`config.mk`:
```
export PLATFORM = sky130hd
export DESIGN_NAME = fgs_speed_servo
export DESIGN_NICKNAME = d
export VERILOG_FILES = /design/src/rtl/fgs_pkg.sv /design/src/rtl/fgs_edge_sync.sv /design/src/rtl/fgs_tick_gen.sv /design/src/rtl/fgs_period_meter.sv /design/src/rtl/fgs_discriminator.sv /design/src/rtl/fgs_phase_cmp.sv /design/src/rtl/fgs_speed_servo.sv
export SDC_FILE = /design/constraint.sdc
export NUM_CORES = 1
export LEC_CHECK = 0
export CAP_MARGIN = 10
export CORE_ASPECT_RATIO = 1.4
export CORE_MARGIN = 3
export CORE_UTILIZATION = 45
export DETAILED_ROUTE_END_ITERATION = 6
export DONT_BUFFER_PORTS = 1
export GPL_ROUTABILITY_DRIVEN = 0
export PLACE_DENSITY = 0.65
export SYNTH_ARGS = -nofsm -noshare
export SYNTH_HDL_FRONTEND = slang
export SYNTH_HIERARCHICAL = 1
export SYNTH_SLANG_ARGS = --single-unit
```
`constraint.sdc`:
```
create_clock -name clk -period 2.5 [get_ports clk]
set_input_delay 0 -clock clk [delete_from_list [all_inputs] [get_ports clk]]
set_output_delay 0 -clock clk [all_outputs]
set_load 0.005 [all_outputs]
```
`src/rtl/fgs_pkg.sv`:
```
package fgs_pkg;
  localparam int unsigned DEF_PRESCALE = 16;
  localparam int unsigned DEF_TARGET   = 512;

  typedef enum logic [1:0] {
    PD_IDLE = 2'b00,
    PD_UP   = 2'b01,
    PD_DN   = 2'b10
  } pd_state_t;
endpackage

```
`src/rtl/fgs_edge_sync.sv`:
```
module fgs_edge_sync #(
  parameter int unsigned STAGES = 2
) (
  input  logic clk,
  input  logic rst,
  input  logic din,
  output logic rise
);
  logic [STAGES:0] sh;

  always_ff @(posedge clk) begin
    if (rst) sh <= '0;
    else     sh <= {sh[STAGES-1:0], din};
  end

  assign rise = sh[STAGES-1] & ~sh[STAGES];
endmodule

```
`src/rtl/fgs_tick_gen.sv`:
```
module fgs_tick_gen #(
  parameter int unsigned PRESCALE = 16,
  parameter int unsigned TARGET   = 512
) (
  input  logic clk,
  input  logic rst,
  input  logic run,
  output logic tick,
  output logic ref_pulse
);
  localparam int unsigned PW = (PRESCALE > 1) ? $clog2(PRESCALE) : 1;
  localparam int unsigned RW = (TARGET > 1) ? $clog2(TARGET) : 1;
  localparam logic [PW-1:0] P_LAST = PW'(PRESCALE - 1);
  localparam logic [RW-1:0] R_LAST = RW'(TARGET - 1);

  logic [PW-1:0] pcnt;
  logic [RW-1:0] rcnt;

  assign tick      = run && (pcnt == P_LAST);
  assign ref_pulse = tick && (rcnt == R_LAST);

  always_ff @(posedge clk) begin
    if (rst || !run) begin
      pcnt <= '0;
      rcnt <= '0;
    end else begin
      pcnt <= tick ? '0 : pcnt + 1'b1;
      if (tick) rcnt <= (rcnt == R_LAST) ? '0 : rcnt + 1'b1;
    end
  end
endmodule

```
`src/rtl/fgs_period_meter.sv`:
```
module fgs_period_meter #(
  parameter int unsigned CNT_W = 11
) (
  input  logic             clk,
  input  logic             rst,
  input  logic             run,
  input  logic             tick,
  input  logic             rise,
  output logic             meas_vld,
  output logic [CNT_W-1:0] meas_val,
  output logic             stall_p
);
  localparam logic [CNT_W-1:0] MAXV = '1;

  logic [CNT_W-1:0] per;
  logic             primed;

  always_ff @(posedge clk) begin
    if (rst || !run) begin
      per      <= '0;
      primed   <= 1'b0;
      meas_vld <= 1'b0;
      meas_val <= '0;
      stall_p  <= 1'b0;
    end else begin
      meas_vld <= 1'b0;
      stall_p  <= 1'b0;
      if (rise) begin
        if (primed) begin
          meas_vld <= 1'b1;
          meas_val <= (tick && per != MAXV) ? per + 1'b1 : per;
        end
        per    <= '0;
        primed <= 1'b1;
      end else if (tick && per != MAXV) begin
        per     <= per + 1'b1;
        stall_p <= (per == MAXV - 1'b1);
      end
    end
  end
endmodule

```
`src/rtl/fgs_discriminator.sv`:
```
module fgs_discriminator #(
  parameter int unsigned TARGET = 512,
  parameter int unsigned TOL    = 32,
  parameter int unsigned CNT_W  = 11
) (
  input  logic             clk,
  input  logic             rst,
  input  logic             run,
  input  logic             meas_vld,
  input  logic [CNT_W-1:0] meas_val,
  input  logic             stall_p,
  output logic             disc_fast,
  output logic             lock_n
);
  localparam int unsigned SUM_W = CNT_W + 1;
  localparam logic [SUM_W-1:0] NOM = SUM_W'(2 * TARGET);
  localparam logic [SUM_W-1:0] LO  = SUM_W'(2 * TARGET - 2 * TOL);
  localparam logic [SUM_W-1:0] HI  = SUM_W'(2 * TARGET + 2 * TOL);

  logic             pair;
  logic [CNT_W-1:0] first;
  logic [SUM_W-1:0] sum;

  assign sum = {1'b0, first} + {1'b0, meas_val};

  always_ff @(posedge clk) begin
    if (rst || !run || stall_p) begin
      pair      <= 1'b0;
      first     <= '0;
      disc_fast <= 1'b0;
      lock_n    <= 1'b1;
    end else if (meas_vld) begin
      if (!pair) begin
        first <= meas_val;
        pair  <= 1'b1;
      end else begin
        pair      <= 1'b0;
        disc_fast <= (sum < NOM);
        lock_n    <= !((sum >= LO) && (sum <= HI));
      end
    end
  end
endmodule

```
`src/rtl/fgs_phase_cmp.sv`:
```
module fgs_phase_cmp
  import fgs_pkg::*;
(
  input  logic clk,
  input  logic rst,
  input  logic run,
  input  logic ref_pulse,
  input  logic rise,
  output logic phase_up,
  output logic phase_dn
);
  pd_state_t st, st_nx;
  logic want_up, want_dn;

  always_comb begin
    want_up = (st == PD_UP) || ref_pulse;
    want_dn = (st == PD_DN) || rise;
    if (want_up && want_dn) st_nx = PD_IDLE;
    else if (want_up)       st_nx = PD_UP;
    else if (want_dn)       st_nx = PD_DN;
    else                    st_nx = PD_IDLE;
  end

  always_ff @(posedge clk) begin
    if (rst || !run) st <= PD_IDLE;
    else             st <= st_nx;
  end

  assign phase_up = (st == PD_UP);
  assign phase_dn = (st == PD_DN);
endmodule

```
`src/rtl/fgs_speed_servo.sv`:
```
module fgs_speed_servo #(
  parameter int unsigned PRESCALE    = fgs_pkg::DEF_PRESCALE,
  parameter int unsigned TARGET      = fgs_pkg::DEF_TARGET,
  parameter int unsigned TOL         = TARGET / 16,
  parameter int unsigned SYNC_STAGES = 2,
  parameter int unsigned CNT_W       = $clog2(TARGET) + 2
) (
  input  logic clk,
  input  logic rst,
  input  logic stop,
  input  logic fg_in,
  output logic disc_fast,
  output logic phase_up,
  output logic phase_dn,
  output logic lock_n
);
  logic             run;
  logic             rise_raw, rise;
  logic             tick, ref_pulse;
  logic             meas_vld, stall_p;
  logic [CNT_W-1:0] meas_val;

  assign run  = !stop;
  assign rise = rise_raw && run;

  fgs_edge_sync #(.STAGES(SYNC_STAGES)) u_sync (
    .clk(clk), .rst(rst), .din(fg_in), .rise(rise_raw)
  );

  fgs_tick_gen #(.PRESCALE(PRESCALE), .TARGET(TARGET)) u_tick (
    .clk(clk), .rst(rst), .run(run), .tick(tick), .ref_pulse(ref_pulse)
  );

  fgs_period_meter #(.CNT_W(CNT_W)) u_meter (
    .clk(clk), .rst(rst), .run(run), .tick(tick), .rise(rise),
    .meas_vld(meas_vld), .meas_val(meas_val), .stall_p(stall_p)
  );

  fgs_discriminator #(.TARGET(TARGET), .TOL(TOL), .CNT_W(CNT_W)) u_disc (
    .clk(clk), .rst(rst), .run(run), .meas_vld(meas_vld),
    .meas_val(meas_val), .stall_p(stall_p),
    .disc_fast(disc_fast), .lock_n(lock_n)
  );

  fgs_phase_cmp u_pfd (
    .clk(clk), .rst(rst), .run(run), .ref_pulse(ref_pulse), .rise(rise),
    .phase_up(phase_up), .phase_dn(phase_dn)
  );
endmodule

```
[After elaboration in Yosys (flattened, before gate mapping)]
Cells that the tools add are included.
Operators by class
  order comparisons: 3
  reductions and logical operators: 21
  muxes and demuxes: 6
  eq/ne operators: 6
  bitwise logic cells: 5
  add/subtract/negate cells: 4
Operator list (count)
  11-bit by 11-bit adder with 12-bit output: 1
  12-bit by 10-bit greater-or-equal comparator with 1-bit output (second input constant): 1
  12-bit by 11-bit less-or-equal comparator with 1-bit output (second input constant): 1
  12-bit by 11-bit less-than comparator with 1-bit output (second input constant): 1
  11-bit by 1-bit adder with 11-bit output (second input constant): 1
  11-bit == test (second input constant): 1
  11-bit 2-to-1 mux: 1
  11-bit != test (second input constant): 1
  9-bit by 1-bit adder with 9-bit output (second input constant): 1
  9-bit == test (second input constant): 1
  9-bit 2-to-1 mux: 1
  2-bit OR reduction: 4
  1-bit logical AND: 6
  2-bit AND reduction: 3
  3-bit OR reduction: 2
  4-bit by 1-bit adder with 4-bit output (second input constant): 1
  4-bit == test (second input constant): 1
  1-bit logical OR: 4
  1-bit NOT: 4
  1-bit 2-to-1 mux: 3
  2-bit by 1-bit == test with 1-bit output (second input constant): 1
  2-bit == test (second input constant): 1
  1-bit logical NOT: 2
  2-bit 2-to-1 mux: 1
  1-bit AND: 1
Storage, ports and cells
  register bits after elaboration: 57
  bits of input ports: 4
  logic and storage cells: 59

[Depth between registers and ports, before layout]
Gate-level depths: netlist of the first run.
  word-level depth: 6
  gate-level depth with buffers: 9

[Modules after synthesis]
The synthesis of the first run kept the hierarchy.
By module, submodules not included
  fgs_period_meter: seq. area each 500.5 µm², cells each 121, instances 1, area each 1172.4 µm²
  fgs_discriminator: seq. area each 280.3 µm², cells each 136, instances 1, area each 1068.5 µm²
  fgs_tick_gen: seq. area each 260.2 µm², cells each 75, instances 1, area each 628.1 µm²
  fgs_phase_cmp: seq. area each 40.0 µm², cells each 11, instances 1, area each 102.6 µm²
  fgs_edge_sync: seq. area each 60.1 µm², cells each 7, instances 1, area each 87.6 µm²
  fgs_speed_servo: seq. area each 0.0 µm², cells each 2, instances 1, area each 10.0 µm²

[Worst setup path after synthesis of the first run]
No wires, ideal clock.
  kind: reg2reg
  start point: register u_disc.first[0]
  end point: register u_disc.lock_n
  stages on the path, launching flop included: 10
  data required time: 2.373 ns
  slack: 0.337 ns
  path buffers: 0
  clock period less this slack: 2.163 ns
  arrival: 2.036 ns
  path through: dfxtp_1 > ha_1 > fa_1 > a211oi_2 > nor2_1 > or3_1 > o2111ai_2 > nand4b_1 > o2bb2ai_1 > a31oi_1
Between the ends
  longest elaborated chain between the ends: 4
Ends and longest elaborated chain
  start: declaration: line fgs_discriminator.sv:21  | logic [CNT_W-1:0] first;
  start signal: assignment: line fgs_discriminator.sv:34  | first <= meas_val;
  11-bit by 11-bit adder with 12-bit output *: line fgs_discriminator.sv:24  | assign sum = {1'b0, first} + {1'b0, meas_val};
  12-bit by 10-bit greater-or-equal comparator with 1-bit output / 12-bit by 11-bit less-or-equal comparator with 1-bit output (equally long branches): line fgs_discriminator.sv:39  | lock_n <= !((sum >= LO) && (sum <= HI));
  1-bit logical AND *: line fgs_discriminator.sv:39
  1-bit logical NOT *: line fgs_discriminator.sv:39
  end signal: assignment: line fgs_discriminator.sv:39
  end: declaration: line fgs_discriminator.sv:13  | output logic lock_n
Mark *: on every way between the ends. The rest lies on a longest branch, timed or not.
A chain may end at the register's enable or synchronous reset.

[Worst setup path after layout of the first run]
  start point: register u_meter.meas_val[0]
  end point: register u_disc.lock_n
Between the ends
  longest elaborated chain between the ends: 4
Ends and longest elaborated chain
  start: declaration: line fgs_period_meter.sv:10  | output logic [CNT_W-1:0] meas_val,
  start signal: assignment: line fgs_period_meter.sv:31  | meas_val <= (tick && per != MAXV) ? per + 1'b1 : per;
  11-bit by 11-bit adder with 12-bit output *: line fgs_discriminator.sv:24
  12-bit by 10-bit greater-or-equal comparator with 1-bit output / 12-bit by 11-bit less-or-equal comparator with 1-bit output (equally long branches): line fgs_discriminator.sv:39
  1-bit logical AND *: line fgs_discriminator.sv:39
  1-bit logical NOT *: line fgs_discriminator.sv:39
Marks and branches as above.

==> out/summary.txt, run 1 <==
outcome: finished clean
Crit path max-delay family: compound AO/OA/AOI/OAI gates
worst vdd ir: 0.350 mV
max cap viols: 0
DP Wirelength: 4.46 mm
total wire length: 6.07 mm
min Tclk post-route: 2310 ps
Clock Latency Late Sink: 330 ps
chip width: 75.8 µm
adder-cell share of the synthesized area: 7.95%
fmax: 433 MHz
top post-synthesis cells by area: dfxtp_1 (37%), ha_1 (6.9%), nand2_1 (5.5%)
CP Depth: 9
Worst EP arrival: 2520 ps
vias in the first global route: 2406
Hold Crit Depth: 2
Syn Inst Count: 352
cell taking the most area after synthesis: dfxtp_1
simple-gate share of the synthesized area: 26.9%
final period utilization: 92.4%
vias post-DR: 2443
CTS Buffer Depth: 2
top cell type's share of synthesized area: 37.2%
post-DR wirelength/cell: 13.3 µm
setup total negative slack: 0 ps
crit path max fanout: 4
CTS buffer count: 9
slowest stage delay, CP: 440 ps
required time of the critical path: 2710 ps
placed inst area: 0.00314 mm²
Synth Register Bits: 57
WHS: 88.1 ps
r2r worst-path depth: 9
Startpoint Class: register
Via density: 5.36
clock slew at reported path FFs: 70 ps
antenna-violating nets left: 0
pwr dens: 592 mW/mm²
Mapped Nets: 374
combinational family with the most area after synthesis: simple AND/OR/NAND/NOR gates
Post-synth EDFFs: 0
Mapped Area: 0.00307 mm²
Die Area: 0.00786 mm²
final hold viol count: 0
clock sink count: 57
initial antenna violation count: 0
Final Max Slew Viols: 0
htree depth: 3
number of port buffers: 0
drt first pass iters: 4
top-count cell post-synth: dfxtp_1
Initial Util: 46.4%
Root Buffer: clkbuf_8
Worst Path Buf+Inv: 0
nets: 381
Yosys cell types: 68
antenna fix cells: 0
multiplexer area fraction after synthesis: 0.326%
unrepaired setup endpoints after global routing: no
Synth Area in Compound Gates: 20.4%
residual DRC count: 0
synth cell count leaders: dfxtp_1 (57), nand2_1 (45), nor2_1 (36)
io pins: 8
Slew headroom: 46.5%
endpoints failing setup: 0
Core ar.: 0.00661 mm²
Rows: 35
critical path cell sequence: ha_1, fa_1, a211oi_4, o21ai_0, a31oi_1, xor2_1, nand4b_1, o2bb2ai_1, a31oi_1
Lkg Pwr: 1.27 nW
crit end category: register
DRT iter0 DRCs: 120
Clock Skews: 7.19 ps
async set or reset register ratio after synthesis: 0%
critical path class: reg -> reg
Most common cell on crit path: a31oi_1
Worst Tran Pin Value: 801 ps
total gr overflow: 0
final instance area: 0.00343 mm²
first-pass GRT wire length: 10.6 mm
CTS tree: built
total track usage: 17.2%
worst hold path class: in -> reg
largest net degree at the start of global routing: 18
Main synth FF type: dfxtp_1
post-synthesis sequential area ratio: 37.2%
Syn Area/Cell: 8.72 µm²
xor/xnor share of the synthesized area: 3.67%
Synth Warn #: 6
die height: 104 µm
layout cells sized above 1: 11.8%
Crit-path slowest cell: fa_1
P&R area growth vs syn: 11.9%
cell usage in the layout (no fill, tap or decap), types with 2 or more instances in the layout:
cell type	count
and3_1	4
xor2_1	4
o21ai_0	14
a211oi_1	6
inv_1	10
a21oi_1	30
nand3_1	14
nand4_1	2
clkbuf_8	11
ha_1	17
a211oi_2	2
nand2b_1	5
and2_1	4
and4_4	2
bufinv_16	3
or4_1	2
and4_2	2
o211ai_1	2
nor2_1	35
nand2_1	45
nand4b_1	2
o21bai_1	2
a21o_1	4
o31ai_1	6
dfxtp_1	57
o31a_1	2
or4b_1	2
xnor2_1	7
buf_4	3
dlygate4sd3_1	3
nor2b_1	7
nor3_1	5
a31oi_1	6
or3_1	5
nand4_4	2
flip-flops by register name (all words and copies together), names as in the netlist:
name / cells
u_disc/first: 11
u_meter/meas_val: 11
u_meter/per: 11
u_tick/rcnt: 9
u_tick/pcnt: 4
u_sync/sh: 3
u_pfd/st: 2
u_disc/disc_fast: 1
u_disc/lock_n: 1
u_disc/pair: 1
u_meter/meas_vld: 1
u_meter/primed: 1
u_meter/stall_p: 1
routing by layer:
layer	wire [µm]	track usage, %
met3	94	4.08
met2	3200	29.3
met4	80	7.12
met5	0	0
met1	2700	19.8
cells by family (layout without fill, tap and decap cells):
family	Yosys count	count (layout)
AO/OA/AOI/OAI	91	91
AND/OR/NAND/NOR	151	151
buffers and inverters	21	33
flip-flops	57	57
adder cells (fa/ha/maj)	19	19
multiplexers	1	1
XOR/XNOR	12	12
per-stage QoR:
stage	worst slack [ps]	util [%]	std cells	power [mW]
floorplan	337	-	352	0.960
global placement	179	47.5	437	0.967
detailed placement	138	47.5	437	0.967
CTS	119	51.8	456	2.06
global route	3.13	51.9	456	2.11
finish	191	51.9	456	2.03
layout make-up:
cell class	instances	area [µm²]
fillers	635	3180
multi-input cells	274	1830
flip-flops and latches	57	1140
clock buffers	12	155
well taps	92	115
clock inverters	4	98.8
repair buffers	6	52.6
inverters	11	41.3
final timing paths:
kind / startpoint / to / slack (ps)
min: rst / u_disc/first[1] / 90
max: u_meter/meas_val[0] / u_disc/lock_n / 190
min reg2reg: u_sync/sh[0] / u_sync/sh[1] / 460
max reg2reg: u_meter/meas_val[0] / u_disc/lock_n / 190
report_power, final:
part | leakage, nW | switching, mW | total (mW) | internal (mW)
combinational | 0.682 | 0.0237 | 0.0377 | 0.0139
clock | 0.127 | 0.363 | 1.08 | 0.719
sequential | 0.460 | 0.00262 | 0.915 | 0.912
what timing repair did:
item	4_1_cts	5_1_grt
hold endpoints to repair	21	0
setup buffers	0	0
gates resized for setup	0	2
hold buffers	3	0
setup endpoints to repair	0	1
Note: power is estimated with default switching activity, not from simulation.
==> run 2, diff against run 1 <==
SYNTH_HIERARCHICAL = default   (was 1)
==> run 2 against run 1 <==
Against the previous run: clock skew grew 2.2 ps; count of clock-buffer cells in the layout decreased by 1; combinational power shrank 14%; synthesized cell count is 8.0% lower; final cell count fell by 11%; fmax down 2.3%; global-route usage fell by 0.95 points; sequential power about the same; die area down 9.7%; critical path type unchanged; largest power group is now sequential cells; highest routed layer unchanged.
==> out/summary.txt, run 2 <==
outcome: finished clean (unchanged)
initial antenna violation count: 0 (unchanged)
Hold Crit Depth: 3 (was 2)
setup total negative slack: 0 ps (unchanged)
Die Area: 0.00710 mm² (was 0.00786 mm²)
r2r endpoint: u_disc.lock_n (was u_disc/lock_n)
Final Max Slew Viols: 0 (unchanged)
r2r startpoint: u_meter.meas_val[0] (was u_meter/meas_val[0])
Synth Warn #: 0 (was 6)
vias in the first global route: 2156 (was 2406)
clock sink count: 57 (unchanged)
fin cells: 405 (was 456)
residual DRC count: 0 (unchanged)
drt first pass iters: 4 (unchanged)
number of port buffers: 0 (unchanged)
antenna-violating nets left: 0 (unchanged)
WHS Endpoint: u_meter.meas_val[9] (was u_disc/first[1])
commonest non-fill, non-tap cell in the layout: dfxtp_1 (unchanged)
final period utilization: 94.6% (was 92.4%)
Flop pwr share: 51.4% (was 45.0%)
Worst EP arrival: 2570 ps (was 2520 ps)
Combinational Power Share: 1.8% (was 1.9%)
Post-synth EDFFs: 0 (unchanged)
DP Wirelength: 3.79 mm (was 4.46 mm)
async set or reset register ratio after synthesis: 0% (unchanged)
r2r worst-path depth: 9 (unchanged)
die height: 98.5 µm (was 104 µm)
CTS Buffer Depth: 2 (unchanged)
Clock Latency Late Sink: 320 ps (was 330 ps)
NetSw: 373 µW (was 389 µW)
synth cell count leaders: dfxtp_1 (57), nand2_1 (42), a21oi_1 (39), nor2_1 (39), ha_1 (16) (was dfxtp_1 (57), nand2_1 (45), nor2_1 (36))
worst hold start: stop (was rst)
post-DR wirelength/cell: 12.9 µm (was 13.3 µm)
Root Buffer: clkbuf_8 (unchanged)
Reg2Reg Setup Slack: 140 ps (was 190 ps)
top cell type's share of synthesized area: 41.5% (was 37.2%)
Net Sw Frac: 21.0% (was 19.1%)
DRT iter0 DRCs: 61 (was 120)
Mapped Area: 0.00275 mm² (was 0.00307 mm²)
chip width: 72.1 µm (was 75.8 µm)
required time of the critical path: 2710 ps (about the same)
layout cells sized above 1: 8.36% (was 11.8%)
Slew headroom: 48.9% (was 46.5%)
Rows: 33 (was 35)
Syn Inst Count: 324 (was 352)
Synth Register Bits: 57 (unchanged)
top-count cell post-synth: dfxtp_1 (unchanged)
crit path max fanout: 3 (was 4)
clock slew at reported path FFs: 70 ps (about the same)
power share of the clock group: 46.8% (was 53.2%)
largest net degree at the start of global routing: 21 (was 18)
total gr overflow: 0 (unchanged)
Initial Util: 46.6% (was 46.4%)
Main synth FF type: dfxtp_1 (unchanged)
fmax: 423 MHz (was 433 MHz)
DP Cell Count: 386 (was 437)
Yosys cell types: 48 (was 68)
worst hold path class: in -> reg (unchanged)
critical path class: reg -> reg (unchanged)
pwr dens: 583 mW/mm² (was 592 mW/mm²)
total wire length: 5.21 mm (was 6.07 mm)
CTS tree: built (unchanged)
Startpoint Class: register (unchanged)
Syn Area/Cell: 8.49 µm² (was 8.72 µm²)
worst vdd ir: 0.384 mV (was 0.350 mV)
Mapped Nets: 345 (was 374)
filler cell count: 579 (was 635)
unrepaired setup endpoints after global routing: no (unchanged)
first-pass GRT wire length: 9.38 mm (was 10.6 mm)
top post-synthesis cells by area: dfxtp_1 (41%), ha_1 (7.3%), a21oi_1 (7.1%) (was dfxtp_1 (37%), ha_1 (6.9%), nand2_1 (5.5%))
Worst Tran Pin Value: 764 ps (was 801 ps)
htree depth: 3 (unchanged)
Lkg Pwr: 1.14 nW (was 1.27 nW)
CTS buffer count: 9 (unchanged)
total track usage: 16.3% (was 17.2%)
nets: 351 (was 381)
final hold viol count: 0 (unchanged)
min Tclk post-route: 2360 ps (was 2310 ps)
max cap viols: 0 (unchanged)
most frequent cells in the layout: dfxtp_1 (57), nand2_1 (42), nor2_1 (39) (was dfxtp_1 (57), nand2_1 (45), nor2_1 (35))
post-synthesis sequential area ratio: 41.5% (was 37.2%)
io pins: 8 (unchanged)
endpoints failing setup: 0 (unchanged)
Largest regs: u_disc.first: 11 flops, u_meter.meas_val: 11 flops, u_meter.per: 11 flops (was u_disc/first: 11 flops, u_meter/meas_val: 11 flops, u_meter/per: 11 flops)
P&R area growth vs syn: 10.9% (was 11.9%)
crit end category: register (unchanged)
Via density: 5.43 (was 5.36)
Core ar.: 0.00590 mm² (was 0.00661 mm²)
antenna fix cells: 0 (unchanged)
cell taking the most area after synthesis: dfxtp_1 (unchanged)
internal power: 1.41 mW (was 1.64 mW)
Clock Skews: 9.41 ps (was 7.19 ps)
vias post-DR: 2200 (was 2443)
## run 2: changes by cell type after synthesis, moves of 4 or more
cell	change
a21oi_1	+9
a31oi_1	-4
and2_1	-4
inv_1	-4
nand3_1	-4
nand4_1	+4
o31ai_1	-5
xor2_1	+8
## run 2: worst max-delay path, stage by stage (launching register included)
cell	delay, ps
dfxtp_1	330
ha_1	240
fa_1	420
a211oi_1	260
nor2_1	70
o41a_1	380
a21oi_2	170
a21oi_1	70
o31ai_1	260
a31oi_1	60
## run 2: final cells by class
cell class                      count  area, µm²  share of cell area, %
Multi-Input combinational cell    251       1560                   51.0
Sequential cell                    57       1140                   37.4
Clock buffer                       11        141                   4.64
Tap cell                           70       87.6                   2.87
Clock inverter                      5       55.1                   1.81
Timing Repair Buffer                5       45.0                   1.48
Inverter                            6       22.5                  0.739
## run 2: worst max path at each step
stage	startpoint	to	slack, ps	cells past startpoint
finish	u_meter.meas_val[0]	u_disc.lock_n	140	9
global route	u_meter.meas_val[0]	u_disc.lock_n	30	9
CTS	u_meter.meas_val[0]	u_disc.lock_n	160	9
detailed placement	u_meter.meas_val[0]	u_disc.lock_n	150	9
global placement	u_meter.meas_val[0]	u_disc.lock_n	210	9
floorplan	u_meter.meas_val[0]	u_disc.lock_n	330	9
## run 2: power groups by stage
stage	Clock, mW	Combinational, mW	Sequential [mW]
after floorplan	0	0.0195	0.934
after detailed placement	0	0.0264	0.935
final	0.832	0.0323	0.914
after global placement	0	0.0259	0.934
after global routing	0.893	0.0363	0.914
after CTS	0.860	0.0326	0.914
## run 2: logic make-up after synthesis
logic type / Yosys count / share of synthesized area [%]
simple gates: 134 / 24.0
flops: 57 / 41.5
mux: 5 / 1.87
xor+xnor: 20 / 6.37
buf+inv: 16 / 2.23
fa+ha+maj: 17 / 8.01
compound gates: 75 / 16.1
## run 2: per-stage QoR
| step | total power [mW] | hold slack, ps | setup WS [ps] | cell area, µm² | utilization [%] |
|---|---|---|---|---|---|
| 6_report | 1.78 | 48.7 | 136 | 3050 | 51.6 |
| 5_1_grt | 1.84 | 51.1 | 26.9 | 3050 | 51.6 |
| 4_1_cts | 1.81 | 24.2 | 158 | 3050 | 51.6 |
| 3_5_place_dp | 0.961 | 75.6 | 154 | 2820 | 47.7 |
| 3_3_place_gp | 0.960 | 72.4 | 215 | 2820 | 47.7 |
| 2_1_floorplan | 0.954 | 71.6 | 328 | 2750 | - |
## run 2: what timing repair did
item                                    4_1_cts  5_1_grt
hold buffers                                  3        0
resized for setup                             0        1
endpoints found under the hold margin        17        0
endpoints found under the setup margin        0        1
setup buffers                                 0        0
## run 2: layer usage
metal | GRT usage, % | vias to the layer above | routed length, µm
met3 | 4.08 | 5 | 158
li1 | - | 1148 | -
met1 | 19.4 | 1023 | 2350
met4 | 5.64 | 0 | 38
met5 | 0 | - | 0
met2 | 27.9 | 24 | 2660
==> run 3, diff against run 2 <==
HOLD_SLACK_MARGIN = 0.1   (was default)
==> run 3 against run 2 <==
Against the previous run: clock skew is essentially flat; combinational power barely moved; non-clock buffer count unchanged; final cell count stayed put; first-iteration DRC count down 13%; fmax grew 0.21%; global-route usage unchanged; via count fell by 0.23%; sequential cell count unchanged.
==> out/summary.txt, run 3 (synthesized netlist as in run 2, its figures left out) <==
clock slew at reported path FFs: 70 ps (about the same)
unrepaired setup endpoints after global routing: no (unchanged)
Startpoint Class: register (unchanged)
total wire length: 5.20 mm (was 5.21 mm)
Reg2Reg Setup Slack: 140 ps (about the same)
setup total negative slack: 0 ps (unchanged)
Root Buffer: clkbuf_8 (unchanged)
crit path capture: u_disc.lock_n (unchanged)
Via density: 5.42 (was 5.43)
Worst EP arrival: 2570 ps (about the same)
io pins: 8 (unchanged)
critical path class: reg -> reg (unchanged)
antenna fix cells: 0 (unchanged)
final core occ: 51.6% (unchanged)
commonest non-fill, non-tap cell in the layout: dfxtp_1 (unchanged)
Critical Path Source: u_meter.meas_val[0] (unchanged)
P&R area growth vs syn: 10.9% (unchanged)
worst vdd ir: 0.384 mV (about the same)
r2r startpoint: u_meter.meas_val[0] (unchanged)
crit path max fanout: 3 (unchanged)
Largest regs: u_disc.first: 11 flops, u_meter.meas_val: 11 flops, u_meter.per: 11 flops (unchanged)
most frequent cells in the layout: dfxtp_1 (57), nand2_1 (42), nor2_1 (39) (unchanged)
CTS Buffer Depth: 2 (unchanged)
number of port buffers: 0 (unchanged)
pre-CTS WS: 154 ps (unchanged)
Clock Skews: 9.06 ps (was 9.41 ps)
vias post-DR: 2195 (was 2200)
post-route setup slack: 141 ps (was 136 ps)
post-DR wirelength/cell: 12.8 µm (was 12.9 µm)
final hold viol count: 0 (unchanged)
total track usage: 16.3% (unchanged)
chip width: 72.1 µm (unchanged)
r2r endpoint: u_disc.lock_n (unchanged)
WHS: 237 ps (was 48.7 ps)
first-pass GRT wire length: 9.37 mm (was 9.38 mm)
initial antenna violation count: 0 (unchanged)
die height: 98.5 µm (unchanged)
r2r worst-path depth: 9 (unchanged)
Core ar.: 0.00590 mm² (unchanged)
drt first pass iters: 4 (unchanged)
vias in the first global route: 2156 (unchanged)
outcome: finished clean (unchanged)
clock sink count: 57 (unchanged)
CTS buffer count: 9 (unchanged)
DP Cell Count: 386 (unchanged)
nets: 351 (unchanged)
fmax: 424 MHz (was 423 MHz)
min Tclk post-route: 2360 ps (about the same)
residual DRC count: 0 (unchanged)
worst hold path class: in -> reg (unchanged)
Clock Latency Late Sink: 320 ps (about the same)
max cap viols: 0 (unchanged)
DP Wirelength: 3.79 mm (unchanged)
largest net degree at the start of global routing: 21 (unchanged)
final instance area: 0.00305 mm² (unchanged)
Die Area: 0.00710 mm² (unchanged)
Final Max Slew Viols: 0 (unchanged)
Final Power: 1.78 mW (about the same)
final period utilization: 94.4% (was 94.6%)
htree depth: 3 (unchanged)
Worst Tran Pin Value: 765 ps (was 764 ps)
antenna-violating nets left: 0 (unchanged)
Lkg Pwr: 1.14 nW (unchanged)
DRT iter0 DRCs: 53 (was 61)
crit end category: register (unchanged)
CTS tree: built (unchanged)
total gr overflow: 0 (unchanged)
Initial Util: 46.6% (unchanged)
required time of the critical path: 2710 ps (about the same)
Slew headroom: 48.9% (about the same)
placed inst area: 0.00282 mm² (unchanged)
Rows: 33 (unchanged)
endpoints failing setup: 0 (unchanged)
fin cells: 405 (unchanged)
pwr dens: 584 mW/mm² (was 583 mW/mm²)
layout cells sized above 1: 8.36% (unchanged)
-- run 3: report_power, final --
group,total [mW],internal (mW),switching [mW]
sequential,0.914,0.912,0.00193
combinational,0.0326,0.00983,0.0228
clock,0.833,0.484,0.349
total,1.78,1.41,0.374
-- run 3: how the worst min path moves through the flow --
stage | from | slack, ps | end | cells past startpoint
2_1_floorplan | rst | 70 | u_sync.sh[0] | 1
3_3_place_gp | rst | 70 | u_sync.sh[1] | 1
3_5_place_dp | rst | 80 | u_sync.sh[2] | 1
4_1_cts | rst | 210 | u_disc.first[8] | 2
5_1_grt | rst | 270 | u_disc.first[6] | 2
6_report | rst | 240 | u_disc.first[8] | 2
-- run 3: what timing repair did --
| action | in CTS | in global routing |
|---|---|---|
| hold buffers | 3 | 0 |
| resized for setup | 0 | 1 |
| setup buffers | 0 | 0 |
| setup endpoints to repair | 0 | 1 |
| endpoints found under the hold margin | 31 | 0 |
-- run 3: cell type report --
cell class | count | area, µm²
clock inverters | 5 | 55.1
well taps | 70 | 87.6
clock buffers | 11 | 141
repair buffers | 5 | 45.0
multi-input cells | 251 | 1560
fillers | 579 | 2860
inverters | 6 | 22.5
flip-flops and latches | 57 | 1140
-- run 3: layer usage --
metal,vias up,wire length (µm),global-route usage [%]
met2,22,2650,27.9
met3,5,152,4.08
met4,0,38,5.64
met1,1019,2360,19.5
li1,1149,-,-
met5,-,0,0
-- run 3: worst max-delay path, cell delays in order (launching register included) --
cell,delay (ps)
dfxtp_1,330
ha_1,240
fa_1,420
a211oi_1,260
nor2_1,70
o41a_1,380
a21oi_2,170
a21oi_1,70
o31ai_1,260
a31oi_1,60
